--- src/rtl/rlc_pkg.sv ---
package rlc_pkg;
  typedef enum logic [1:0] {
    ST_IDLE  = 2'd0,
    ST_ISSUE = 2'd1,
    ST_WAIT  = 2'd2
  } rlc_state_e;
endpackage

--- src/rtl/rlc_stale_timer.sv ---
module rlc_stale_timer #(
  parameter int unsigned CNT_W   = 9,
  parameter int unsigned TOUT    = 256,
  parameter bit          ENABLE  = 1'b1
) (
  input  logic clk,
  input  logic rst_n,
  input  logic load,
  output logic fresh,
  output logic expire
);
  localparam logic [CNT_W-1:0] LOAD_VAL = TOUT[CNT_W-1:0];

  logic [CNT_W-1:0] cnt_q, cnt_d;
  logic             cnt_en;

  always_comb begin
    cnt_d  = cnt_q;
    cnt_en = 1'b0;
    if (load) begin
      cnt_d  = LOAD_VAL;
      cnt_en = 1'b1;
    end else if (cnt_q != '0) begin
      cnt_d  = cnt_q - 1'b1;
      cnt_en = 1'b1;
    end
  end

  always_ff @(posedge clk or negedge rst_n) begin
    if (!rst_n)      cnt_q <= '0;
    else if (cnt_en) cnt_q <= cnt_d;
  end

  generate
    if (ENABLE) begin : g_timed
      assign fresh  = (cnt_q != '0);
      assign expire = !load && (cnt_q == {{(CNT_W-1){1'b0}}, 1'b1});
    end else begin : g_hold
      assign fresh  = 1'b1;
      assign expire = 1'b0;
    end
  endgenerate

  // the counter never exceeds the programmed window
  assert_cnt_bound_R6: assert property (@(posedge clk) disable iff (!rst_n)
    int'(cnt_q) <= int'(TOUT));

  // a load always leaves the full window behind it
  assert_reload_R10: assert property (@(posedge clk) disable iff (!rst_n)
    load |=> int'(cnt_q) == int'(TOUT));
endmodule

--- src/rtl/rlc_line_store.sv ---
module rlc_line_store #(
  parameter int unsigned TAG_W  = 12,
  parameter int unsigned LINE_W = 128
) (
  input  logic              clk,
  input  logic              rst_n,
  input  logic              fill,
  input  logic [TAG_W-1:0]  fill_tag,
  input  logic [LINE_W-1:0] fill_data,
  input  logic              inval,
  output logic              valid,
  output logic [TAG_W-1:0]  tag,
  output logic [LINE_W-1:0] line
);
  logic              valid_q, valid_d;
  logic [TAG_W-1:0]  tag_q;
  logic [LINE_W-1:0] line_q;

  always_comb begin
    valid_d = valid_q;
    if (fill)       valid_d = 1'b1;
    else if (inval) valid_d = 1'b0;
  end

  always_ff @(posedge clk or negedge rst_n) begin
    if (!rst_n) valid_q <= 1'b0;
    else        valid_q <= valid_d;
  end

  always_ff @(posedge clk) begin
    if (fill) begin
      tag_q  <= fill_tag;
      line_q <= fill_data;
    end
  end

  assign valid = valid_q;
  assign tag   = tag_q;
  assign line  = line_q;

  // the line only becomes valid through a refill
  assert_valid_source_R9: assert property (@(posedge clk) disable iff (!rst_n)
    $rose(valid_q) |-> $past(fill));
endmodule

--- src/rtl/rlc_lane_sel.sv ---
module rlc_lane_sel #(
  parameter int unsigned LINE_W = 128,
  parameter int unsigned LANE_W = 8,
  parameter int unsigned OFF_W  = 4
) (
  input  logic [LINE_W-1:0] line,
  input  logic [OFF_W-1:0]  off,
  output logic [LANE_W-1:0] lane
);
  localparam int unsigned LANES = LINE_W / LANE_W;

  logic [LANE_W-1:0] lanes [LANES];

  generate
    for (genvar i = 0; i < LANES; i++) begin : g_lane
      assign lanes[i] = line[i*LANE_W +: LANE_W];
    end
  endgenerate

  assign lane = lanes[off];
endmodule

--- src/rtl/rd_line_cache.sv ---
module rd_line_cache
  import rlc_pkg::*;
#(
  parameter int unsigned ADDR_W   = 16,
  parameter int unsigned LINE_W   = 128,
  parameter int unsigned LANE_W   = 8,
  parameter bit          TOUT_EN  = 1'b1,
  parameter int unsigned TOUT_W   = 9,
  parameter int unsigned TOUT_CYC = 256,
  localparam int unsigned LANES   = LINE_W / LANE_W,
  localparam int unsigned OFF_W   = $clog2(LANES),
  localparam int unsigned TAG_W   = ADDR_W - OFF_W
) (
  input  logic              clk,
  input  logic              rst_n,
  input  logic              req_valid,
  output logic              req_ready,
  input  logic [ADDR_W-1:0] req_addr,
  output logic              rsp_valid,
  output logic [LANE_W-1:0] rsp_data,
  output logic              mem_req_valid,
  input  logic              mem_req_ready,
  output logic [TAG_W-1:0]  mem_req_addr,
  input  logic              mem_rsp_valid,
  input  logic [LINE_W-1:0] mem_rsp_data
);
  rlc_state_e        state_q, state_d;
  logic [TAG_W-1:0]  pend_tag_q;
  logic [OFF_W-1:0]  pend_off_q;
  logic              pend_en;
  logic              rsp_valid_q, rsp_valid_d;
  logic [LANE_W-1:0] rsp_data_q, rsp_data_d;
  logic              rsp_data_en;

  logic              accept, hit, fill;
  logic [TAG_W-1:0]  req_tag;
  logic [OFF_W-1:0]  req_off;
  logic              line_valid, fresh, expire;
  logic [TAG_W-1:0]  line_tag;
  logic [LINE_W-1:0] line_data;
  logic [LANE_W-1:0] hit_lane, fill_lane;

  assign req_tag   = req_addr[ADDR_W-1:OFF_W];
  assign req_off   = req_addr[OFF_W-1:0];
  assign req_ready = (state_q == ST_IDLE);
  assign accept    = req_valid && req_ready;
  assign hit       = line_valid && fresh && (line_tag == req_tag);
  assign fill      = (state_q == ST_WAIT) && mem_rsp_valid;

  rlc_stale_timer #(
    .CNT_W (TOUT_W),
    .TOUT  (TOUT_CYC),
    .ENABLE(TOUT_EN)
  ) u_timer (
    .clk   (clk),
    .rst_n (rst_n),
    .load  (accept),
    .fresh (fresh),
    .expire(expire)
  );

  rlc_line_store #(
    .TAG_W (TAG_W),
    .LINE_W(LINE_W)
  ) u_store (
    .clk      (clk),
    .rst_n    (rst_n),
    .fill     (fill),
    .fill_tag (pend_tag_q),
    .fill_data(mem_rsp_data),
    .inval    (expire),
    .valid    (line_valid),
    .tag      (line_tag),
    .line     (line_data)
  );

  rlc_lane_sel #(.LINE_W(LINE_W), .LANE_W(LANE_W), .OFF_W(OFF_W)) u_hit_sel (
    .line(line_data),
    .off (req_off),
    .lane(hit_lane)
  );

  rlc_lane_sel #(.LINE_W(LINE_W), .LANE_W(LANE_W), .OFF_W(OFF_W)) u_fill_sel (
    .line(mem_rsp_data),
    .off (pend_off_q),
    .lane(fill_lane)
  );

  always_comb begin
    state_d = state_q;
    pend_en = 1'b0;
    unique case (state_q)
      ST_IDLE: begin
        if (accept && !hit) begin
          state_d = ST_ISSUE;
          pend_en = 1'b1;
        end
      end
      ST_ISSUE: if (mem_req_ready) state_d = ST_WAIT;
      ST_WAIT:  if (mem_rsp_valid) state_d = ST_IDLE;
      default:  state_d = ST_IDLE;
    endcase
  end

  always_comb begin
    rsp_valid_d = (accept && hit) || fill;
    rsp_data_en = rsp_valid_d;
    rsp_data_d  = fill ? fill_lane : hit_lane;
  end

  always_ff @(posedge clk or negedge rst_n) begin
    if (!rst_n) begin
      state_q     <= ST_IDLE;
      rsp_valid_q <= 1'b0;
    end else begin
      state_q     <= state_d;
      rsp_valid_q <= rsp_valid_d;
    end
  end

  always_ff @(posedge clk) begin
    if (pend_en) begin
      pend_tag_q <= req_tag;
      pend_off_q <= req_off;
    end
    if (rsp_data_en) rsp_data_q <= rsp_data_d;
  end

  assign mem_req_valid = (state_q == ST_ISSUE);
  assign mem_req_addr  = pend_tag_q;
  assign rsp_valid     = rsp_valid_q;
  assign rsp_data      = rsp_data_q;

  // a pending fetch holds its request and address until taken
  assert_mem_hold_R2: assert property (@(posedge clk) disable iff (!rst_n)
    mem_req_valid && !mem_req_ready |=> mem_req_valid && $stable(mem_req_addr));

  // a missing read closes the request side on the next cycle
  assert_one_fetch_R3: assert property (@(posedge clk) disable iff (!rst_n)
    accept && !hit |=> !req_ready);

  // a delivered line reopens the request side and answers
  assert_refill_rsp_R4: assert property (@(posedge clk) disable iff (!rst_n)
    fill |=> rsp_valid && req_ready);

  // a hit answers on the next cycle without touching memory
  assert_hit_latency_R5: assert property (@(posedge clk) disable iff (!rst_n)
    accept && hit |=> rsp_valid && !mem_req_valid);

  generate
    if (TOUT_EN && (TOUT_CYC == 0)) begin : g_nocache_chk
      // with a zero window no read is ever answered the next cycle
      assert_no_cache_R7: assert property (@(posedge clk) disable iff (!rst_n)
        accept |=> !rsp_valid);
    end
  endgenerate
endmodule

--- config.mk ---
export PLATFORM = sky130hd
export DESIGN_NAME = rd_line_cache
export DESIGN_NICKNAME = d
export VERILOG_FILES = /design/src/rtl/rlc_pkg.sv /design/src/rtl/rlc_stale_timer.sv /design/src/rtl/rlc_line_store.sv /design/src/rtl/rlc_lane_sel.sv /design/src/rtl/rd_line_cache.sv
export SDC_FILE = /design/constraint.sdc
export NUM_CORES = 1
export LEC_CHECK = 0
export BUFFER_PORTS_ARGS = -buffer_cell sky130_fd_sc_hd__buf_2
export CELL_PAD_IN_SITES_DETAIL_PLACEMENT = 0
export CELL_PAD_IN_SITES_GLOBAL_PLACEMENT = 2
export CORE_MARGIN = 2
export CORE_UTILIZATION = 40
export CTS_BUF_LIST = sky130_fd_sc_hd__clkbuf_4
export CTS_CLUSTER_DIAMETER = 150
export DETAILED_ROUTE_END_ITERATION = 10
export GPL_TIMING_DRIVEN = 1
export HOLD_SLACK_MARGIN = 0.12
export PLACE_DENSITY = 0.93
export SLEW_MARGIN = 20
export SYNTH_ARGS = -nofsm -noshare
export SYNTH_HDL_FRONTEND = slang
export SYNTH_SLANG_ARGS = --single-unit
--- constraint.sdc ---
create_clock -name clk -period 5.2 [get_ports clk]
set_input_delay 1.04 -clock clk [delete_from_list [all_inputs] [get_ports clk]]
set_output_delay 1.04 -clock clk [all_outputs]
set_load 0.01 [all_outputs]
# Word level (Yosys, flattened, before mapping)
# Cells that the tools add are included.
[word_totals] register_bits=177 latch_bits=0 ramBits=0 mem_bits_ro=0 input_bits=149 output_inout_bits=23 elab_cells=56 memories=0
[classes] addsub=1 n_mul=0 div_mod_pow=0 n_lt_le_gt_ge=2 n_eq_ne=7 shift=0 muxes=19 bitwise_logic=2 reduce_logical=16
[op_table] operator="$bmux W8 S4" n=2
[op_table] operator="$mux W8" n=5
[op_table] operator="$mux W9" n=2
[op_table] operator="$eq A12 B12 Y1" n=1
[op_table] operator="$ge A5 B5 Y1 const B" n=2
[op_table] operator="$not A4 Y5" n=2
[op_table] operator="$eq A9 B1 Y1 const B" n=1
[op_table] operator="$reduce_bool A9 Y1" n=1
[op_table] operator="$sub A9 B1 Y9 const B" n=1
[op_table] operator="$logic_and A1 B1 Y1" n=7
[op_table] operator="$mux W1" n=6
[op_table] operator="$mux W2" n=3
[op_table] operator="$pmux W2 S3" n=1
[op_table] operator="$ne A2 B1 Y1 const B" n=2
[op_table] operator="$reduce_bool A2 Y1" n=2
[op_table] operator="$reduce_and A3 Y1" n=1
[op_table] operator="$eq A2 B1 Y1 const B" n=1
[op_table] operator="$eq A2 B2 Y1 const B" n=1
[op_table] operator="$logic_not A1 Y1" n=2
[op_table] operator="$logic_not A2 Y1" n=1
[op_table] operator="$ne A2 B2 Y1 const B" n=1
[op_table] operator="$reduce_and A2 Y1" n=1
[op_table] operator="$logic_or A1 B1 Y1" n=1

# Logic depth before layout (Yosys ltp)
[depth] ltp_word=7 depth_mapped=7

# Modules after synthesis
# A second synthesis with hierarchy kept.
[hier_totals] cells_unflattened=415 area_unflattened_um2=7917.6
[by_module_without_submodules] mod="rlc_line_store" n_inst=1 cells_per_inst=143 area_per_inst_um2=4240.3 seq_area_each_um2=4229.1
[by_module_without_submodules] mod="rlc_lane_sel" n_inst=2 cells_per_inst=70 area_per_inst_um2=1033.5 seq_area_each_um2=0.0
[by_module_without_submodules] mod="rd_line_cache" n_inst=1 cells_per_inst=83 area_per_inst_um2=1114.8 seq_area_each_um2=795.8
[by_module_without_submodules] mod="rlc_stale_timer" n_inst=1 cells_per_inst=49 area_per_inst_um2=495.5 seq_area_each_um2=225.2

# Worst setup path after synthesis
# No wires, ideal clock.
[synth_path] path_kind="in2reg" start="input port mem_rsp_valid" end="register rsp_data_q[0] (netlist: rsp_data[0]), data pin" arrival_time_ns=4.679 required_ns=5.042 slack_ns=0.363 path_stages=6 cell_sequence="nand3b_1 > inv_1 > and2_1 > buf_1 > nand3_1 > o211ai_1"
[synth_between] elab_chain_len=2
[synth_rtl] element="start, declared" line="rd_line_cache.sv:24" source="input logic mem_rsp_valid,"
[synth_rtl] element="$logic_and A1 B1 Y1" line="rd_line_cache.sv:48" source="assign fill = (state_q == ST_WAIT) && mem_rsp_valid;"
[synth_rtl] element="net fill" line="rd_line_cache.sv:35" source="logic accept, hit, fill;"
[synth_rtl] element="$mux W8" line="rd_line_cache.sv:108" source="rsp_data_d = fill ? fill_lane : hit_lane;"
[synth_rtl] element="net rsp_data_d[0]" line="rd_line_cache.sv:32" source="logic [LANE_W-1:0] rsp_data_q, rsp_data_d;"
[synth_rtl] element="end signal, assigned" line="rd_line_cache.sv:126" source="if (rsp_data_en) rsp_data_q <= rsp_data_d;"
[synth_rtl] element="end, declared" line="rd_line_cache.sv:32"
# The timed path passes the listed nets, and every way through them passes these cells.
# A chain may end at the register's enable or synchronous reset.

# Worst setup path in the final report
[layout_path] start="input port req_addr[1]" end="register rsp_data_q[1] (netlist: rsp_data[1]), data pin"
[layout_between] elab_chain_len=5
[layout_rtl] element="start, declared" line="rd_line_cache.sv:18" source="input logic [ADDR_W-1:0] req_addr,"
[layout_rtl] element="$not A4 Y5 (implied by the code)" line="rlc_lane_sel.sv:20" source="assign lane = lanes[off];"
[layout_rtl] element="$bmux W8 S4" line="rlc_lane_sel.sv:20"
[layout_rtl] element="$mux W8 (implied by the code) (2 in a row)" line="rlc_lane_sel.sv:20"
[layout_rtl] element="$mux W8" line="rd_line_cache.sv:108"
[layout_rtl] element="net rsp_data_d[1]" line="rd_line_cache.sv:32"
# The timed path passes the listed nets, and every way through them passes these cells. The select of a mux whose other input is x is not followed.

==> flow_summary.json <==
{
  "clockBufferDepth": 2,
  "clock.fmax_mhz": 376,
  "critPathArrivalTime_ns": 3.00,
  "drc": 0,
  "setup_tns_ns": 0,
  "post_cts_buffers": 0,
  "post_cts_resize_count": 0,
  "end_kind": "flop",
  "die_w_um": 144,
  "grt.overflow.total": 0,
  "area_delta_synth_final_pct": 18.6,
  "drive_gt1_share_pct": 38.1,
  "min_path_type": "in2async",
  "p_leak_nw": 3.53,
  "fin_worst_skew_ns": 0.0392,
  "path_depth": 7,
  "path_clk_slew_ns": 0.15,
  "ir_worst_vdd_v": 0.000145,
  "total_power_mw": 3.59,
  "grt_max_degree": 57,
  "crit_required_ns": 5.54,
  "core_sq_um": 19400,
  "wire_per_inst_um": 21.4,
  "ys_seq_elements": 177,
  "gr-usage-all-layers_pct": 19.3,
  "r2r_cells": 5,
  "synth.avg_cell_area_sq_um": 16.3,
  "clk_latency_ns": 0.59,
  "routed_wl_um": 19900,
  "cts_root_buf": "clkbuf_4",
  "drt-initial-drc-count": 468,
  "syn-num-nets": 633,
  "relSlewSlack_pct": 27.9,
  "rsz0062_at_grt": "false",
  "worst-path-max-fanout": 40,
  "antenna_found_initial": 1,
  "final_cell_mix": "171 x buf_2, 164 x edfxtp_1, 67 x mux2i_1, 30 x a22oi_1, 24 x mux4_2",
  "initial_utilization_pct": 40.5,
  "fin_nets": 806,
  "maxSlewViolCount": 0,
  "rows": 51,
  "ys_seq_area_share_pct": 66.8,
  "grt_pass1_wl_um": 29100,
  "worstMarginPinSlew_ns": 1.08,
  "fin_crit_sh_pct": 51.2,
  "r2r_start": "pend_off_q[2]$_DFFE_PP_",
  "yosys_warnings": 0,
  "outcome": "finished, final reports clean",
  "critPathBufInv": 2,
  "vias": 5182,
  "cp-start-kind": "primary input",
  "place.gp.congestion": 0.809,
  "slowest_delay_ns": 0.80,
  "dp_hpwl_um": 13700,
  "crit_family": "buffers and inverters",
  "io_buffers": 171,
  "crit_type": "in2reg",
  "reg2reg_slack_ns": 2.56,
  "fp.dieArea_sq_um": 20800,
  "setup_viol": 0,
  "ant_nets": 0,
  "die_h_um": 144,
  "crit_path_cell_trace": "buf_2, buf_4, mux2_2, o22ai_1, nor3_1, a31oi_1, o211ai_1",
  "syn_area_sq_um": 7860,
  "grt_pass1_vias": 5224,
  "timing.rr.end": "rsp_data[3]$_DFFE_PP_",
  "crit_slowest_cell": "buf_2",
  "dr.pass1.iters": 5,
  "min_period_ns": 2.66,
  "cts_tree": "done",
  "hold_viol": 0,
  "cts_sinks": 177,
  "htree_levels": 4,
  "cap_violations": 0,
  "cts_made_buffers": 17,
  "layout_commonest_cell": "buf_2",
  "ctsHoldBuffers": 0,
  "ys_types": 37,
  "routed_via_density": 5.55,
  "power.density_nw_per_um2": 385,
  "io_pins": 172,
  "syn_inst": 481
}
[per-stage QoR]
step           util [%]  hold slack [ns]  setup slack [ns]  cell area, sq um  cells
2_1_floorplan         -            0.460             0.363              7860    481
3_3_place_gp       46.4            0.435              1.96              9000    900
3_5_place_dp       46.4            0.435              1.95              9000    900
4_1_cts            48.0            0.293              2.55              9320    932
5_1_grt            48.0            0.289              2.40              9320    933
6_report           48.0            0.327              2.54              9320    933
[registers in the layout, summed over array words and instances (netlist names)]
name / count
state_q: 2
mem_req_addr: 12
u_store.tag: 12
u_store.valid: 1
u_store.line: 128
pend_off_q: 4
rsp_data: 8
u_timer.cnt_q: 9
rsp_valid: 1
[area by class of cell]
type,count,area [sq um]
diodes,1,2.50
clock buffers,18,135
clock inverters,14,183
fillers,1747,10100
inverters,6,25.0
multi-input cells,272,2470
flip-flops and latches,177,5250
well taps,265,332
repair buffers,180,923
[how the worst max path moves through the flow]
stage	start	endpoint	slack, ns
CTS	req_addr[1]	rsp_data[1]$_DFFE_PP_	2.55
global route	pend_off_q[2]$_DFFE_PP_	rsp_data[7]$_DFFE_PP_	2.40
detailed placement	req_addr[1]	rsp_data[0]$_DFFE_PP_	1.95
global placement	req_addr[1]	rsp_data[1]$_DFFE_PP_	1.96
finish	req_addr[1]	rsp_data[1]$_DFFE_PP_	2.54
floorplan	mem_rsp_valid	rsp_data[0]$_DFFE_PP_	0.36
[power by group]
part / internal, mW / total, mW / switching, mW
Sequential: 1.82 / 1.92 / 0.102
Combinational: 0.341 / 0.826 / 0.486
Clock: 0.348 / 0.843 / 0.494
Total: 2.51 / 3.59 / 1.08
[cells by family after synthesis]
family | Yosys count | synth area share (%)
AOI/OAI and AO/OA | 68 | 6.24
xor gates and xnor gates | 18 | 2.01
adders and majority gates | 3 | 0.478
buffers and inverters | 32 | 1.75
DFF | 177 | 66.8
muxes | 108 | 17.9
and+or+nand+nor | 75 | 4.86
[synthesized netlist by cell type (all sizes together)]
library cell  instances  share of area (%)
o31ai                 1              0.096
nand3b                2               0.19
or4                   2               0.24
nor4                  4               0.40
buf                  15               0.94
mux2                 17                2.4
nand3                10               0.64
nand2b                4               0.32
a22oi                30                2.9
edfxtp              164                 63
o211ai                7               0.67
xor2                 14                1.6
a31oi                 8               0.64
a21o                  2               0.19
a2111oi               3               0.33
mux4                 24                6.9
nor2b                 8               0.64
nor3                  8               0.51
and2                  3               0.24
o41ai                 1               0.11
inv                   6               0.29
a211oi                3               0.29
clkbuf               11               0.53
nand2                10               0.48
o2bb2ai               1               0.11
nor2                 22                1.1
dfrtp                13                4.1
mux2i                67                8.5
nand4                 2               0.16
a21oi                 3               0.19
a22o                  1               0.11
o22ai                 8               0.64
ha                    3               0.48
xnor2                 4               0.45
[layer usage]
metal  GRT usage, %  part of all wire, %  vias up
met5              0                    0        -
met4           5.62                  1.8        0
met3           5.40                  9.8       27
met2           30.5                   47      279
met1           26.2                   42     2591
li1               -                    -     2285
Note: power is estimated with default switching activity, not from simulation.
